### src/rtl/phase_err_pkg.sv
// Package: shared defaults and helpers for the carrier phase error detector.
// Assumes the phase word and the offset code are both two's complement.
package phase_err_pkg;
    localparam int unsigned DEF_PHASE_W = 8;
    localparam int unsigned DEF_OFS_W   = 4;
    localparam int unsigned DEF_GAIN_W  = 2;

    // Mask of the low 'n' bits of a word of width w (w <= 32).
    function automatic logic [31:0] low_mask(input int unsigned n);
        logic [31:0] m;
        m = '0;
        for (int i = 0; i < 32; i++) begin
            if (i < int'(n)) m[i] = 1'b1;
        end
        return m;
    endfunction
endpackage

### src/rtl/ped_offset_add.sv
// Module: ped_offset_add
// Adds a signed offset code to the top OFS_W bits of the phase word. The
// result wraps modulo a full turn. The offset code's MSB lines up with the
// phase sign bit, so the phase word's natural overflow is the 2pi wrap.
// Assumes OFS_W <= PHASE_W.
module ped_offset_add #(
    parameter int unsigned PHASE_W = 8,
    parameter int unsigned OFS_W   = 4
) (
    input  logic [PHASE_W-1:0] phase_i,
    input  logic [OFS_W-1:0]   ofs_i,
    output logic [PHASE_W-1:0] sum_o
);
    localparam int unsigned PAD_W = PHASE_W - OFS_W;

    logic [PHASE_W-1:0] ofs_aligned;

    // Place the offset code on the top bits and zero-fill below.
    generate
        if (PAD_W == 0) begin : g_full
            assign ofs_aligned = ofs_i;
        end else begin : g_pad
            assign ofs_aligned = {ofs_i, {PAD_W{1'b0}}};
        end
    endgenerate

    // Modular sum: the carry out of the top bit is dropped by the width.
    always_comb begin
        sum_o = phase_i + ofs_aligned;
    end
endmodule

### src/rtl/ped_gain_shift.sv
// Module: ped_gain_shift
// Applies a left shift of 0 to 2^GAIN_W-1 places as the detector gain. Bits
// shifted past the MSB are lost and the LSBs fill with zeros. It builds one
// candidate per shift amount and selects one by the gain code.
module ped_gain_shift #(
    parameter int unsigned PHASE_W = 8,
    parameter int unsigned GAIN_W  = 2
) (
    input  logic [PHASE_W-1:0] din_i,
    input  logic [GAIN_W-1:0]  gain_i,
    output logic [PHASE_W-1:0] dout_o
);
    localparam int unsigned N_SHIFT = 1 << GAIN_W;

    logic [PHASE_W-1:0] cand [N_SHIFT];

    // One truncating shifted copy per gain setting.
    generate
        for (genvar k = 0; k < N_SHIFT; k++) begin : g_cand
            if (k >= PHASE_W) begin : g_zero
                assign cand[k] = '0;
            end else begin : g_sh
                assign cand[k] = din_i << k;
            end
        end
    endgenerate

    // Select the candidate named by the gain code.
    always_comb begin
        dout_o = cand[gain_i];
    end
endmodule

### src/rtl/ped_out_reg.sv
// Module: ped_out_reg
// Output stage. It captures the error word when a sample is valid and keeps
// it otherwise. The valid strobe is delayed by one cycle. The synchronous
// active-low reset clears both.
module ped_out_reg #(
    parameter int unsigned PHASE_W = 8
) (
    input  logic               clk,
    input  logic               rst_n,
    input  logic [PHASE_W-1:0] d_i,
    input  logic               vld_i,
    output logic [PHASE_W-1:0] q_o,
    output logic               vld_o
);
    // Register the error word on valid samples and hold it between them.
    always_ff @(posedge clk) begin
        if (!rst_n) begin
            q_o <= '0;
        end else if (vld_i) begin
            q_o <= d_i;
        end
    end

    // Delay the valid strobe by one cycle.
    always_ff @(posedge clk) begin
        if (!rst_n) vld_o <= 1'b0;
        else        vld_o <= vld_i;
    end

    AST_RESET_CLEAR: assert property (@(posedge clk) !rst_n |=> (q_o == '0 && !vld_o));
    AST_VLD_RISE: assert property (@(posedge clk) disable iff (!rst_n) vld_i |=> vld_o);
    AST_VLD_FALL: assert property (@(posedge clk) disable iff (!rst_n) !vld_i |=> !vld_o);
    AST_HOLD_IDLE: assert property (@(posedge clk) disable iff (!rst_n) !vld_i |=> $stable(q_o));
endmodule

### src/rtl/carrier_phase_err_det.sv
// Module: carrier_phase_err_det (top)
// Carrier phase error detector. It rotates an incoming phase word by a
// programmable offset, modulo 2pi, then scales it by a truncating left
// shift, and registers the result with one cycle of latency. Assumes the
// configuration inputs are quasi-static register outputs.
module carrier_phase_err_det
    import phase_err_pkg::*;
#(
    parameter int unsigned PHASE_W = DEF_PHASE_W,
    parameter int unsigned OFS_W   = DEF_OFS_W,
    parameter int unsigned GAIN_W  = DEF_GAIN_W
) (
    input  logic               clk,
    input  logic               rst_n,
    input  logic [PHASE_W-1:0] phase_in,
    input  logic               phase_vld,
    input  logic [OFS_W-1:0]   ofs_cfg,
    input  logic [GAIN_W-1:0]  gain_cfg,
    output logic [PHASE_W-1:0] err_out,
    output logic               err_vld
);
    localparam int unsigned LOW_W = PHASE_W - OFS_W;

    logic [PHASE_W-1:0] rot_sum;
    logic [PHASE_W-1:0] scaled;

    ped_offset_add #(.PHASE_W(PHASE_W), .OFS_W(OFS_W)) u_add (
        .phase_i (phase_in),
        .ofs_i   (ofs_cfg),
        .sum_o   (rot_sum)
    );

    ped_gain_shift #(.PHASE_W(PHASE_W), .GAIN_W(GAIN_W)) u_shift (
        .din_i  (rot_sum),
        .gain_i (gain_cfg),
        .dout_o (scaled)
    );

    ped_out_reg #(.PHASE_W(PHASE_W)) u_oreg (
        .clk   (clk),
        .rst_n (rst_n),
        .d_i   (scaled),
        .vld_i (phase_vld),
        .q_o   (err_out),
        .vld_o (err_vld)
    );

    AST_LSB_ZERO: assert property (@(posedge clk) disable iff (!rst_n)
        err_vld |-> ((32'(err_out) & low_mask(32'($past(gain_cfg)))) == 32'd0));
    AST_LOW_PASS: assert property (@(posedge clk) disable iff (!rst_n)
        (err_vld && $past(gain_cfg) == '0)
        |-> (err_out[LOW_W-1:0] == $past(phase_in[LOW_W-1:0])));
    AST_IDENTITY: assert property (@(posedge clk) disable iff (!rst_n)
        (err_vld && $past(gain_cfg) == '0 && $past(ofs_cfg) == '0)
        |-> (err_out == $past(phase_in)));
endmodule

### config.mk
export PLATFORM = sky130hd
export DESIGN_NAME = carrier_phase_err_det
export DESIGN_NICKNAME = d
export VERILOG_FILES = /design/src/rtl/phase_err_pkg.sv /design/src/rtl/ped_offset_add.sv /design/src/rtl/ped_gain_shift.sv /design/src/rtl/ped_out_reg.sv /design/src/rtl/carrier_phase_err_det.sv
export SDC_FILE = /design/constraint.sdc
export NUM_CORES = 1
export LEC_CHECK = 0
export ABC_CLOCK_PERIOD_IN_PS = 1600
export BUFFER_PORTS_ARGS = -buffer_cell sky130_fd_sc_hd__buf_4
export CAP_MARGIN = 5
export CORE_MARGIN = 2
export CORE_UTILIZATION = 25
export CTS_BUF_LIST = sky130_fd_sc_hd__clkbuf_8
export DETAILED_ROUTE_END_ITERATION = 16
export PLACE_DENSITY_LB_ADDON = 0.1
export SETUP_SLACK_MARGIN = 0.2
export SLEW_MARGIN = 20
export SYNTH_ARGS = -nofsm -noshare
export SYNTH_HDL_FRONTEND = slang
export SYNTH_SLANG_ARGS = --single-unit
### constraint.sdc
create_clock -name clk -period 1.6 [get_ports clk]
set_clock_uncertainty 0.15 [all_clocks]
set_input_delay 0.32 -clock clk [delete_from_list [all_inputs] [get_ports clk]]
set_output_delay 0.32 -clock clk [all_outputs]
set_load 0.01 [all_outputs]
==> results.txt <==
post-synthesis sequential area ratio - 29.7%
first-pass GRT wire length - 2.40 mm
aggregate global routing overflow - 0
met2 Use GR - 20.8%
final core occ - 39.4%
Fin. Hold Viols - 0
leakage - 0.422 nW
Post-Syn Nets - 84
Seq cells post-synth - 9
Synth Area in Compound Gates - 16.7%
PwrDens - 783 nW/um^2
Post-Syn Area - 607 sq um
core box area - 2250 sq um
status - finished with violations
Nets - 113
die height - 53.3 um
Max stage delay on crit path - 530 ps
Post-Synth XOR/XNOR Area - 2.89%
CP max-delay cell - fa_2
CTS sink count - 9
CP arrival - 1580 ps
Reg clk slew, reported paths - 40 ps
WL final - 1.49 mm
Max clock buf depth - 2
biggest area consumer among synthesized cells - dfxtp_1
grt met3 use - 3.67%
DRT Pass-1 Iters - 4
cell family with most CP delay - adder cells
All-Layer GR Usage - 12.0%
post-synth top area share - 29.7%
largest family of logic cells by synthesized area - multiplexers
hpwl dp - 1.11 mm
Slew @ Worst Pin - 207 ps
initial core utilization - 26.9%
Final setup violation count - 1
Num CTS Buffers - 3
YS warnings - 0
syn_area_per_cell - 9.63 sq um
Hold Crit Class - in2reg
placed cells - 114
Worst-Skew Late Latency - 230 ps
CTS Root Cell - clkbuf_8
initial antenna violation count - 0
met1 usage - 12.2%
RSZ-0062 raised after global routing - yes
failing checks - negative setup slack
CP startpoint kind - input pin
post-synthesis mux area share - 17.5%
IO Port Bufs - 25
RePlAce Congestion - 0.720
WS Path Type - in2reg
Slew headroom - 85.8%
initial DRC count - 8
FP Rows - 17
synthesis-to-layout area growth - 46.4%
Top FF cell, synth - dfxtp_1
Final Max Tran Viols - 0
number of global-route vias before repair - 578
DR WL/cell - 12.5 um
Worst Setup End Kind - flip-flop
Finished Layout Cells - 119
die width - 53.3 um
Max FO, Critical Path - 2
unique cell type count in the Yosys netlist - 28
DRC - 0
share of layout cells above drive strength 1 - 40.7%
most frequent cell after synthesis - dfxtp_1
via/cell ratio - 4.59
ys async rst share - 0%
top area cells in the synthesized netlist - dfxtp_1 30%, mux2i_1 13%, ha_1 6.2%, mux4_1 4.3%, nor2b_1 4.1%
CTS tree - yes
Adder-Cell Fraction of Synth Area - 9.48%
Ports - 26
EDFF count, synth - 0
Achievable Freq - 622 MHz
post-synthesis simple-gate area fraction - 15.5%
fin worst setup slack - -8.48 ps
gr busiest metal - met2
crit path cell chain - buf_6, ha_4, inv_2, fa_2, mux2i_1, nor2b_1, o311a_1
Mapped Cells - 63
max-cap violations - 0
post-route ant nets - 0
Crit path required time - 1570 ps
Post-synth top cells - 9 x dfxtp_1, 8 x mux2i_1, 6 x inv_1
DIE AREA - 2840 sq um
pin count of the biggest net entering global routing - 14
period utilization - 101%
maximum vdd drop - 514 uV
H-tree levels - 1
Buf/Inv on CP - 2
DR vias - 546
Final min period - 1610 ps
# diodes - 0
CTS Hold Bufs - 0
## metal layers
| layer | up-vias | part of all wire (%) |
|---|---|---|
| met5 | - | 0 |
| met4 | 0 | 0.60 |
| met3 | 2 | 6.0 |
| met2 | 16 | 50 |
| met1 | 251 | 43 |
| li1 | 277 | - |
## what timing repair did
action	in CTS	in global routing
pin swaps	3	1
endpoints found under the setup margin	3	3
resized for setup	4	1
setup buffers	1	0
## cell usage in the layout (no fill, tap or decap)
cell type  count
a21o_1         1
mux4_2         1
inv_2          1
nor2b_1        4
o32ai_1        1
and2b_2        1
a21boi_1       1
nor3_1         1
mux2i_1        8
fa_2           1
a21oi_1        3
inv_1          6
buf_6          2
o311a_1        1
nand3_1        2
clkbuf_8       3
o21ai_0        1
nand2_1        3
nor3b_1        1
and2_1         2
xor2_2         1
ha_4           1
o211ai_1       3
dfxtp_1        9
xor2_1         1
ha_1           2
a211o_1        1
a31oi_1        1
nand3b_1       1
buf_4         25
or2_2          1
o211a_1        1
## state kept, by name (all words and copies together) (netlist names)
name,count
u_oreg.q_o,8
u_oreg.vld_o,1
## stage by stage
step                power (W)  cell area, sq um  setup slack [ps]  TNS [ps]  hold WS, ps
finish               0.000695               888             -8.48     -8.48          221
global placement     0.000431               818              -258      -645          318
global route         0.000741               888             -43.3     -84.7          241
floorplan            0.000354               616              -101      -101          292
CTS                  0.000707               881             -1.34     -1.34          222
detailed placement   0.000433               818              -269      -671          319
## cells by family after synthesis
kind of cell / Yosys count
xor+xnor: 2
fa+ha+maj: 4
flops: 9
compound gates: 14
simple gates: 16
mux: 9
buf+inv: 9
## cell type report
| type | instances | area, sq um |
|---|---|---|
| well taps | 28 | 35.0 |
| fillers | 242 | 1370 |
| inverters | 6 | 22.5 |
| flip-flops and latches | 9 | 180 |
| clock buffers | 3 | 41.3 |
| repair buffers | 27 | 210 |
| multi-input cells | 45 | 395 |
| clock inverters | 1 | 3.75 |
## worst paths after layout
path	from	endpoint	slack (ps)	cells past startpoint
worst max register to register	u_oreg.q_o[5]	u_oreg.q_o[5]	650	2
worst min register to register	u_oreg.q_o[6]	u_oreg.q_o[6]	310	2
worst min-delay path	rst_n	u_oreg.q_o[0]	220	2
worst max-delay path	phase_in[4]	u_oreg.q_o[5]	-8	7
## power breakdown
part	internal [W]	total [W]	switching, W
Combinational	0.000108	0.000193	0.0000858
Clock	0.000167	0.000255	0.0000879
Sequential	0.000240	0.000247	0.00000694
Total	0.000515	0.000695	0.000181
(Power assumes the default switching activity.)
